### config.mk
export PLATFORM = sky130hd
export DESIGN_NAME = syscall_entry_unit
export DESIGN_NICKNAME = d
export VERILOG_FILES = /design/src/rtl/sce_pkg.sv /design/src/rtl/sce_selgen.sv /design/src/rtl/sce_target.sv /design/src/rtl/syscall_entry_unit.sv
export SDC_FILE = /design/constraint.sdc
export NUM_CORES = 1
export LEC_CHECK = 0
export BUFFER_PORTS_ARGS = -buffer_cell sky130_fd_sc_hd__buf_2
export CORE_AREA = 2 2 343 345
export DETAILED_ROUTE_END_ITERATION = 8
export DIE_AREA = 0 0 345 347
export GPL_TIMING_DRIVEN = 1
export PLACE_DENSITY_LB_ADDON = 0.05
export SETUP_SLACK_MARGIN = 0.2
export SYNTH_ARGS = -nofsm -noshare
export SYNTH_HDL_FRONTEND = slang
export SYNTH_SLANG_ARGS = --single-unit
### constraint.sdc
create_clock -name clk -period 3.13 [get_ports clk]
set_input_delay 0.626 -clock clk [delete_from_list [all_inputs] [get_ports clk]]
set_output_delay 0.626 -clock clk [all_outputs]
set_load 0.005 [all_outputs]
### src/rtl/sce_pkg.sv
package sce_pkg;
  localparam int ATTR_W   = 8;
  localparam int AB_ACC   = 0;
  localparam int AB_RW    = 1;
  localparam int AB_CODE  = 2;
  localparam int AB_SEG   = 3;
  localparam int AB_PRES  = 4;
  localparam int AB_LONG  = 5;
  localparam int AB_DSZ   = 6;
  localparam int AB_GRAN  = 7;
  typedef logic [ATTR_W-1:0] attr_t;

  function automatic attr_t attr_common();
    attr_t a;
    a = '0;
    a[AB_GRAN] = 1'b1;
    a[AB_PRES] = 1'b1;
    a[AB_SEG]  = 1'b1;
    a[AB_RW]   = 1'b1;
    a[AB_ACC]  = 1'b1;
    return a;
  endfunction
endpackage

### src/rtl/sce_selgen.sv
module sce_selgen
  import sce_pkg::*;
#(
  parameter int CFG_W   = 64,
  parameter int SEL_W   = 16,
  parameter int SEL_LSB = 32,
  parameter int SS_STEP = 8
) (
  input  logic [CFG_W-1:0] star_i,
  input  logic             lma_i,
  output logic [SEL_W-1:0] cs_sel_o,
  output logic [SEL_W-1:0] ss_sel_o,
  output attr_t            cs_attr_o,
  output attr_t            ss_attr_o
);
  localparam logic [SEL_W-1:0] RPL_CLR = ~(SEL_W'(3));
  localparam logic [SEL_W-1:0] STEP    = SEL_W'(SS_STEP);

  logic [SEL_W-1:0] base_sel;

  always_comb begin
    base_sel  = star_i[SEL_LSB +: SEL_W];
    cs_sel_o  = base_sel & RPL_CLR;
    ss_sel_o  = (base_sel + STEP) & RPL_CLR;

    cs_attr_o = attr_common();
    cs_attr_o[AB_CODE] = 1'b1;
    cs_attr_o[AB_LONG] = lma_i;
    cs_attr_o[AB_DSZ]  = ~lma_i;

    ss_attr_o = attr_common();
    ss_attr_o[AB_DSZ]  = 1'b1;
  end
endmodule

### src/rtl/sce_target.sv
module sce_target #(
  parameter int ADDR_W = 64,
  parameter int FLG_W  = 64,
  parameter int ILEN_W = 4,
  parameter int LEG_W  = 32,
  parameter int IF_BIT = 9,
  parameter int RF_BIT = 16,
  parameter int VM_BIT = 17
) (
  input  logic [ADDR_W-1:0] ip_i,
  input  logic [ILEN_W-1:0] ilen_i,
  input  logic [FLG_W-1:0]  flags_i,
  input  logic [ADDR_W-1:0] star_i,
  input  logic [ADDR_W-1:0] lstar_i,
  input  logic [ADDR_W-1:0] cstar_i,
  input  logic [FLG_W-1:0]  fmask_i,
  input  logic              lma_i,
  input  logic              cs64_i,
  output logic [ADDR_W-1:0] new_ip_o,
  output logic [ADDR_W-1:0] ret_ip_o,
  output logic [FLG_W-1:0]  saved_flags_o,
  output logic [FLG_W-1:0]  new_flags_o
);
  localparam logic [FLG_W-1:0] RF_M = FLG_W'(1) << RF_BIT;
  localparam logic [FLG_W-1:0] LEG_CLR =
      (FLG_W'(1) << IF_BIT) | (FLG_W'(1) << RF_BIT) | (FLG_W'(1) << VM_BIT);

  logic [ADDR_W-1:0] next_ip;
  logic [ADDR_W-1:0] leg_ret;
  logic [ADDR_W-1:0] leg_tgt;

  always_comb begin
    next_ip = ip_i + ADDR_W'(ilen_i);
    leg_ret = ADDR_W'(next_ip[LEG_W-1:0]);
    leg_tgt = ADDR_W'(star_i[LEG_W-1:0]);
    saved_flags_o = flags_i & ~RF_M;
    if (lma_i) begin
      ret_ip_o    = next_ip;
      new_flags_o = flags_i & ~(fmask_i | RF_M);
      new_ip_o    = cs64_i ? lstar_i : cstar_i;
    end else begin
      ret_ip_o    = leg_ret;
      new_flags_o = flags_i & ~LEG_CLR;
      new_ip_o    = leg_tgt;
    end
  end
endmodule

### src/rtl/syscall_entry_unit.sv
module syscall_entry_unit
  import sce_pkg::*;
#(
  parameter int ADDR_W  = 64,
  parameter int FLG_W   = 64,
  parameter int ILEN_W  = 4,
  parameter int SEL_W   = 16,
  parameter int ERR_W   = 16,
  parameter int LIM_W   = 32,
  parameter int SCE_BIT = 0
) (
  input  logic              clk,
  input  logic              rst,
  input  logic              req_i,
  input  logic [ADDR_W-1:0] ip_i,
  input  logic [ILEN_W-1:0] ilen_i,
  input  logic [FLG_W-1:0]  flags_i,
  input  logic [63:0]       efer_i,
  input  logic [ADDR_W-1:0] star_i,
  input  logic [ADDR_W-1:0] lstar_i,
  input  logic [ADDR_W-1:0] cstar_i,
  input  logic [FLG_W-1:0]  fmask_i,
  input  logic              lma_i,
  input  logic              cs64_i,
  output logic              done_o,
  output logic              fault_o,
  output logic [ERR_W-1:0]  fault_err_o,
  output logic [ADDR_W-1:0] new_ip_o,
  output logic [ADDR_W-1:0] ret_ip_o,
  output logic [FLG_W-1:0]  saved_flags_o,
  output logic [FLG_W-1:0]  new_flags_o,
  output logic [SEL_W-1:0]  cs_sel_o,
  output logic [SEL_W-1:0]  ss_sel_o,
  output logic [ATTR_W-1:0] cs_attr_o,
  output logic [ATTR_W-1:0] ss_attr_o,
  output logic [ADDR_W-1:0] seg_base_o,
  output logic [LIM_W-1:0]  seg_limit_o
);
  logic [SEL_W-1:0]  c_cs_sel, c_ss_sel;
  attr_t             c_cs_attr, c_ss_attr;
  logic [ADDR_W-1:0] c_new_ip, c_ret_ip;
  logic [FLG_W-1:0]  c_saved, c_new_flags;
  logic              enabled;

  assign enabled = efer_i[SCE_BIT];

  sce_selgen #(.CFG_W(ADDR_W), .SEL_W(SEL_W)) u_sel (
    .star_i   (star_i),
    .lma_i    (lma_i),
    .cs_sel_o (c_cs_sel),
    .ss_sel_o (c_ss_sel),
    .cs_attr_o(c_cs_attr),
    .ss_attr_o(c_ss_attr)
  );

  sce_target #(.ADDR_W(ADDR_W), .FLG_W(FLG_W), .ILEN_W(ILEN_W)) u_tgt (
    .ip_i         (ip_i),
    .ilen_i       (ilen_i),
    .flags_i      (flags_i),
    .star_i       (star_i),
    .lstar_i      (lstar_i),
    .cstar_i      (cstar_i),
    .fmask_i      (fmask_i),
    .lma_i        (lma_i),
    .cs64_i       (cs64_i),
    .new_ip_o     (c_new_ip),
    .ret_ip_o     (c_ret_ip),
    .saved_flags_o(c_saved),
    .new_flags_o  (c_new_flags)
  );

  always_ff @(posedge clk) begin
    if (rst) begin
      done_o        <= 1'b0;
      fault_o       <= 1'b0;
      fault_err_o   <= '0;
      new_ip_o      <= '0;
      ret_ip_o      <= '0;
      saved_flags_o <= '0;
      new_flags_o   <= '0;
      cs_sel_o      <= '0;
      ss_sel_o      <= '0;
      cs_attr_o     <= '0;
      ss_attr_o     <= '0;
      seg_base_o    <= '0;
      seg_limit_o   <= '0;
    end else begin
      done_o  <= req_i & enabled;
      fault_o <= req_i & ~enabled;
      if (req_i && !enabled) begin
        fault_err_o <= '0;
      end
      if (req_i && enabled) begin
        new_ip_o    <= c_new_ip;
        ret_ip_o    <= c_ret_ip;
        new_flags_o <= c_new_flags;
        cs_sel_o    <= c_cs_sel;
        ss_sel_o    <= c_ss_sel;
        cs_attr_o   <= c_cs_attr;
        ss_attr_o   <= c_ss_attr;
        seg_base_o  <= '0;
        seg_limit_o <= '1;
        if (lma_i) begin
          saved_flags_o <= c_saved;
        end
      end
    end
  end

  assert_exclusive_R3: assert property (@(posedge clk) disable iff (rst)
    !(done_o && fault_o));
  assert_done_needs_req_R3: assert property (@(posedge clk) disable iff (rst)
    done_o |-> $past(req_i) && $past(efer_i[SCE_BIT]));
  assert_fault_needs_off_R2: assert property (@(posedge clk) disable iff (rst)
    fault_o |-> $past(req_i) && !$past(efer_i[SCE_BIT]));
  assert_fault_holds_R2: assert property (@(posedge clk) disable iff (rst)
    fault_o |-> $stable(new_ip_o) && $stable(new_flags_o) && $stable(cs_sel_o));
  assert_ss_follows_cs_R4: assert property (@(posedge clk) disable iff (rst)
    done_o |-> ss_sel_o == cs_sel_o + SEL_W'(8));
  assert_long_attr_R9: assert property (@(posedge clk) disable iff (rst)
    done_o && $past(lma_i) |-> cs_attr_o[AB_LONG] && !cs_attr_o[AB_DSZ]);
  assert_leg_attr_R11: assert property (@(posedge clk) disable iff (rst)
    done_o && !$past(lma_i) |-> !cs_attr_o[AB_LONG] && cs_attr_o[AB_DSZ]);
  assert_ss_attr_R6: assert property (@(posedge clk) disable iff (rst)
    done_o |-> ss_attr_o[AB_PRES] && ss_attr_o[AB_RW] && !ss_attr_o[AB_CODE]);
endmodule

After elaboration in Yosys (flattened, before gate mapping)
Cells that the tools add are included.

storage, ports and cells
  word-level logic and storage cells = 25
  bits of input ports = 457
  output and inout port bits = 418
  bits in registers = 295

cells by class
  mux-type cells = 4
  bitwise logic cells = 6
  add/sub/neg operators = 2
  reductions and logical operators = 2

operators by type and width
  cell                                           count
  2-to-1 mux 64 bit                              4
  adder 64 x 4 -> 64 bit                         1
  AND 64 bit                                     1
  NOT 64 bit                                     1
  adder 16 x 4 -> 16 bit, second input constant  1
  AND 1 bit                                      2
  NOT 1 bit                                      2
  AND reduction 2 bit                            1
  logical AND 1 bit                              1

Logic depth before layout (Yosys ltp)
Gate-level depths: netlist of run 1.

  depth after elaboration = 3
  depth in mapped cells = 9
  gate-level depth less buffers = 8

Hierarchy
From an unflattened synthesis of run 1, not the netlist that was laid out.

second synthesis, totals
  cells, all modules = 2,144
  area total of the unflattened synthesis = 18,619.1 sq um

by module, submodules not included
  module              area an instance (sq um)  instances  cells an instance
  syscall_entry_unit  14,312.5                  1          1,493
  sce_target          3,824.9                   1          583
  sce_selgen          481.7                     1          68

Worst setup path before layout of run 1
OpenSTA, ideal clock, no wires.

  kind = input to register
  start = in ip_i[0]
  end = reg ret_ip_o[46]
  stages on the path = 8
  arrival time = 2.167 ns
  slack = 0.846 ns
  data required time = 3.013 ns
  cells stage by stage = ha_1 -> fa_1 -> a21o_1 -> a21o_1 -> nand4_4 -> nor2_1 -> xor2_1 -> a22o_1

on the way
  longest elaborated chain between the ends = 2

ends and longest elaborated chain
  element                 RTL line                  source
  from (decl)             syscall_entry_unit.sv:15  input logic [ADDR_W-1:0] ip_i,
  adder 64 x 4 -> 64 bit  sce_target.sv:33          next_ip = ip_i + ADDR_W'(ilen_i);
  2-to-1 mux 64 bit       sce_target.sv:37          if (lma_i) begin
  to (signal assigned)    syscall_entry_unit.sv:95  ret_ip_o <= c_ret_ip;
  to (decl)               syscall_entry_unit.sv:29  output logic [ADDR_W-1:0] ret_ip_o,

No other way between the ends.
A chain may end at the register's enable or synchronous reset.

==> results of run 1 <==
[layout by cell type (no fill, tap or decap), drive strengths merged, types with 22 or more instances in the layout]
master / instances
nand3: 94
buf: 738
nand2: 339
a211oi: 65
o21ai: 29
dfxtp: 286
clkbuf: 69
nand4: 22
nor2: 197
xnor2: 35
xor2: 32
conb: 88
a21oi: 213
mux2i: 64
[report_power, final]
group          switching, mW  internal, mW  leakage, nW
clock network           2.00          3.04        0.714
logic                  0.839         0.551         5.75
registers             0.0823          3.80         2.33
total                   2.92          7.39         8.79
[metrics by stage]
stage	setup slack (ns)	std cells	hold slack (ns)	total power [mW]	util (%)
after global placement	0.326	3818	0.439	5.41	15.9
after detailed placement	0.303	3818	0.441	5.41	15.9
after CTS	0.607	3897	0.212	10.7	17.1
final	0.723	3905	0.280	10.3	17.2
after floorplan	0.846	1801	0.442	4.66	-
after global routing	0.496	3903	0.242	10.9	17.2
[state kept, by name, indices dropped and copies added, names as in the netlist]
signal	cells
cs_sel_o	13
ret_ip_o	64
cs_attr_o	3
new_flags_o	63
ss_sel_o	14
done_o	1
fault_o	1
new_ip_o	64
saved_flags_o	63
[kinds of logic after synthesis]
family,share of synthesized area [%]
simple gates,23.8
compound gates,13.9
flops,42.1
buf+inv,10.6
xor+xnor,4.31
mux,4.71
fa+ha+maj,0.607
other cells,0.0276
[metal layers]
layer,vias to the layer above,part of all wire (%),track usage [%]
li1,6868,-,-
met1,6484,38,13.3
met2,505,50,22.5
met3,127,8.8,5.29
met4,34,2.6,3.63
met5,-,0.28,0
[area by class of cell]
| class | instances | area share, % |
|---|---|---|
| multi-input combinational | 1265 | 34.2 |
| sequential | 286 | 28.8 |
| timing repair buffer | 738 | 19.9 |
| tap | 1524 | 9.60 |
| clock buffer | 69 | 6.83 |
| clock inverter | 10 | 0.429 |
| antenna | 8 | 0.101 |
| inverter | 5 | 0.0945 |
[final timing paths]
check	to	cells past startpoint	startpoint	slack [ns]
worst max-delay path	seg_limit_o[29]	1	cs_attr_o[4]	0.72
worst min-delay path	ss_sel_o[2]	3	star_i[34]	0.28
worst max register to register	cs_attr_o[4]	2	cs_attr_o[4]	1.91
worst min register to register	new_flags_o[3]	2	new_flags_o[3]	0.44
==> key figures, run 1 <==
Status
  – Outcome: finished, final reports clean

Critical path
  – Critical path's slowest cell: dfxtp_1
  – Critical path startpoint category: flop
  – Largest delay share family, worst path: flip-flops
  – CP peak stage delay: 0.94 ns
  – CP Cell Sequence: buf_2
  – Worst setup EP type: output pin
  – Arrival time worst endpoint: 1.78 ns
  – Buf+Inv Stages, Crit Path: 1
  – CP required: 2.50 ns
  – CP max FO: 45
  – CP Class: reg2out

Timing
  – RSZ-0062 raised after global routing: no
  – Max Clk Rate: 416 MHz
  – Period utilisation layout: 76.9%
  – Setup TNS: 0 ns
  – Fin. Hold Viols: 0
  – Relative slew slack: 36.8%
  – Worst Skew: 0 ns
  – Tmin final: 2.41 ns
  – Max Slew Vio Count: 0
  – Setup Viol. Count Final: 0
  – Slew @ Worst Pin: 0.946 ns

Pwr
  – Lkg Pwr: 8.79 nW
  – VDD IR max: 0.000356 V
  – Pwr Density: 519 nW/um^2

Yosys
  – Seq cells post-synth: 286
  – Mean Syn Cell Area: 7.93 sq um
  – Synth top area share: 42.1%
  – Mapped cell area: 13,600 sq um
  – Synthesis warning total: 0
  – Synth cell count leaders: 338 x nand2_1, 286 x dfxtp_1, 212 x a21oi_1
  – Synth area leader: dfxtp_1
  – Top_reg_cell synth: dfxtp_1
  – Post-synth ARST share: 0%
  – Sequential area share after synthesis: 42.1%
  – Cells taking the most area after synthesis: dfxtp_1 42%, nand2_1 9.3%, a21oi_1 7.8%
  – Netlist cell types: 46
  – Mapped Cells: 1,714
  – Post-synth EDFFs: 0
  – Most common cell in the netlist: nand2_1

Floorplanning
  – Initial Utilization: 11.8%
  – Core area: 116,000 sq um
  – Row count: 125
  – Die area: 120,000 sq um
  – Die H: 347 um
  – I/O pin count: 875
  – Die W: 345 um

Hold path
  – Tightest Hold Check Type: in2reg

Clock tree
  – CTS tree: built
  – Post-CTS setup repair buffer count: 0
  – Post-CTS sizing: 0
  – Clk slew on worst S/H paths: 0.05 ns
  – H-tree levels: 2
  – Post-CTS Hold Buffers: 0
  – Root Driver: clkbuf_16
  – Clock latency at the later pin of the worst-skew pair: 0.58 ns
  – Sink Count: 286
  – Total CTS buffers: 44
  – Max Root-Sink Buffers: 3

Route
  – Vias: 14,000
  – Initial DRC Count: 438
  – Remaining DRCs: 0
  – Initial DRT Pass Iterations: 5
  – Drt total wl: 78.1 mm
  – Detail Route Antenna Nets: 0
  – Post-DR wirelength/cell: 20.0 um
  – Via-per-instance ratio: 3.59

Global routing
  – Total track usage: 12.5%
  – Initial antenna violation count: 31
  – Grt total ovfl: 0
  – First-pass GRT wire length: 108 mm
  – Largest net degree at the start of global routing: 123
  – Vias in the first global route: 13,800

Place
  – Hpwl dp: 60.3 mm
  – GPL Wtd Cong: 0.782
  – Placed cell areas: 18,400 sq um
  – Port Buffer Count: 703

Layout
  – Layout Area Growth over Synthesis: 46.0%
  – Finished Cell Area: 19,900 sq um
  – Footprint of the multi-input gates: 6780 sq um
  – Register Area: 5730 sq um
  – Layout cell share with drive strength beyond 1: 35.7%
  – Layout fillers: 13,300
  – Count of nets after finishing: 2,803

Job
  – Max cap viols: 0
(Power assumes the default switching activity.)
==> run 2: changes to the inputs <==
- CORE_AREA: 2 2 343 345 -> 2 2 341 343
- DIE_AREA: 0 0 345 347 -> 0 0 343 345
- clock period: 3.13 -> 1.99 ns (I/O delays scaled with it)
==> key figures, run 2 (synthesis gave the netlist of run 1 again) <==
Global routing
  – Vias in the first global route: 14,800 (+7.2%)
  – Met2 usage: 23.1% (+0.62 points)
  – Grt total ovfl: 0 (unchanged)
  – GR Util met3: 4.36% (-0.93 points)
  – First-pass GRT wire length: 108 mm (-0.15%)
  – Largest net degree at the start of global routing: 96 (-22%)
  – Total track usage: 12.6% (+0.056 points)
  – Initial antenna violation count: 16 (-48%)
  – GRT Max-Usage Layer: met2
  – GR met1 Demand/Resource: 13.5% (+0.23 points)

Layout
  – Commonest non-fill, non-tap cell in the layout: buf_2
  – Largest regs: new_ip_o x64, ret_ip_o x64
  – Layout fillers: 13,300 (-0.075%)
  – Register Area: 5730 sq um (about the same)
  – Most frequent cells in the layout: 700 x buf_2, 335 x nand2_1, 285 x dfxtp_1
  – Layout Area Growth over Synthesis: 53.7%
  – Layout Utilization: 18.2% (+1.0 points)
  – Layout cell share with drive strength beyond 1: 38.4% (+2.7 points)
  – Non-Filler Instances: 4,009 (+2.7%)
  – Count of nets after finishing: 2,910 (+3.8%)
  – Footprint of the multi-input gates: 6880 sq um (+1.4%)

Critical path
  – Worst r2r path cells: 3 (+1)
  – CP startpoint: cs_attr_o[4]
  – CP max FO: 22 (-51%)
  – Setup slack, reg-to-reg: 1.19 ns (-0.72 ns)
  – Worst setup EP type: output pin
  – Capturing point of the worst reg2reg path: cs_attr_o[4]
  – Critical path startpoint category: flop
  – CP Class: reg2out
  – Reg-to-reg startpoint: cs_attr_o[4]
  – Arrival time worst endpoint: 1.28 ns (-0.50 ns)
  – CP required: 1.59 ns (-0.91 ns)

Clock tree
  – Sink Count: 286 (unchanged)
  – Clk slew on worst S/H paths: 0.06 ns (about the same)
  – Root Driver: clkbuf_16
  – H-tree levels: 2 (unchanged)
  – Post-CTS setup repair buffer count: 0 (unchanged)
  – CTS tree: built
  – Max Root-Sink Buffers: 3 (unchanged)
  – Clock latency at the later pin of the worst-skew pair: 0.59 ns (about the same)
  – Total CTS buffers: 43 (-2.3%)

Place
  – Cell Count Post-Placement: 3,916 (+2.6%)
  – GPL Wtd Cong: 0.750 (-4.1%)
  – Port Buffer Count: 703 (unchanged)
  – Hpwl dp: 61.4 mm (+1.8%)

Hold path
  – Tightest Hold Check Type: in2reg
  – Worst hold stages: 3 (unchanged)
  – Min-Delay Startpoint: flags_i[38]
  – Min-Delay Endpoint: saved_flags_o[38]

Floorplanning
  – Die area: 118,000 sq um (-1.2%)
  – Core area: 115,000 sq um (-0.54%)
  – Die H: 345 um (-0.58%)
  – Row count: 125 (unchanged)
  – I/O pin count: 875 (unchanged)
  – Die W: 343 um (-0.58%)
  – Initial Utilization: 11.8% (+0.064 points)

Timing
  – Max Clk Rate: 597 MHz
  – Max Slew Vio Count: 0 (unchanged)
  – Slew @ Worst Pin: 0.616 ns (-0.330 ns)
  – Period utilisation layout: 84.1%
  – Relative slew slack: 58.9% (+22 points)
  – Setup Viol. Count Final: 0 (unchanged)
  – Setup TNS: 0 ns (unchanged)
  – Worst Skew: 0 ns (unchanged)
  – Tmin final: 1.67 ns
  – RSZ-0062 raised after global routing: no
  – Fin. Hold Viols: 0 (unchanged)

Route
  – Drt total wl: 77.5 mm (-0.77%)
  – Post-DR wirelength/cell: 19.3 um (-3.3%)
  – Remaining DRCs: 0 (unchanged)
  – Initial DRT Pass Iterations: 4 (-1)
  – Via-per-instance ratio: 3.58 (-0.21%)
  – Vias: 14,400 (+2.4%)
  – Initial DRC Count: 486 (+11%)
  – Detail Route Antenna Nets: 0 (unchanged)

Pwr
  – VDD IR max: 0.000490 V (+38%)
  – Lkg Pwr: 9.37 nW (+6.5%)
  – Pwr Density: 782 nW/um^2 (+51%)

Job
  – Max cap viols: 0 (unchanged)

Status
  – Outcome: finished, final reports clean
run 2: area by class of cell:
cell class / instances / area share, %
Antenna cell: 6 / 0.0718
Clock buffer: 73 / 6.61
Clock inverter: 4 / 0.215
Inverter: 5 / 0.0898
Multi-Input combinational cell: 1265 / 32.9
Sequential cell: 286 / 27.4
Tap cell: 1524 / 9.12
Timing Repair Buffer: 846 / 23.6
run 2: how the worst max path moves through the flow:
stage          cells past startpoint         endpoint  slack (ns)
2_1_floorplan                      8     ret_ip_o[56]         0.1
3_3_place_gp                       8     ret_ip_o[49]       -0.32
3_5_place_dp                       7     ret_ip_o[21]       -0.28
4_1_cts                            2  seg_limit_o[26]        0.20
5_1_grt                            2  seg_limit_o[19]        0.22
6_report                           2  seg_limit_o[26]        0.32
run 2: report_power, final:
part,switching (mW),internal [mW],total (mW)
registers,0.132,5.98,6.11
logic,1.36,1.02,2.37
clock network,3.06,4.80,7.86
total,4.55,11.8,16.3
run 2: metrics by stage:
step | setup slack (ns) | hold WS [ns] | total power, mW | instance area (sq um)
2_1_floorplan | 0.0983 | 0.442 | 7.34 | 14000
3_3_place_gp | -0.316 | 0.440 | 8.67 | 19300
3_5_place_dp | -0.284 | 0.441 | 8.66 | 19300
4_1_cts | 0.201 | 0.0000696 | 16.9 | 20900
5_1_grt | 0.215 | 0.0200 | 17.2 | 20900
6_report | 0.316 | 0.0613 | 16.3 | 20900
run 2: critical path: stages (launching register included):
cell       delay (ns)
dfxtp_2          0.37
clkbuf_16        0.19
buf_2            0.12
run 2: metal layers:
metal | up-vias | part of all wire, %
li1 | 7072 | -
met1 | 6707 | 38
met2 | 469 | 51
met5 | - | 0.12
met4 | 14 | 2.2
met3 | 99 | 8.0
run 2: what timing repair did:
action | in CTS | in global routing
pin swaps | 0 | 0
hold endpoints to repair | 9 | 0
setup endpoints to repair | 44 | 44
hold buffers | 9 | 0
gates cloned | 0 | 1
gates resized for setup | 2 | 2
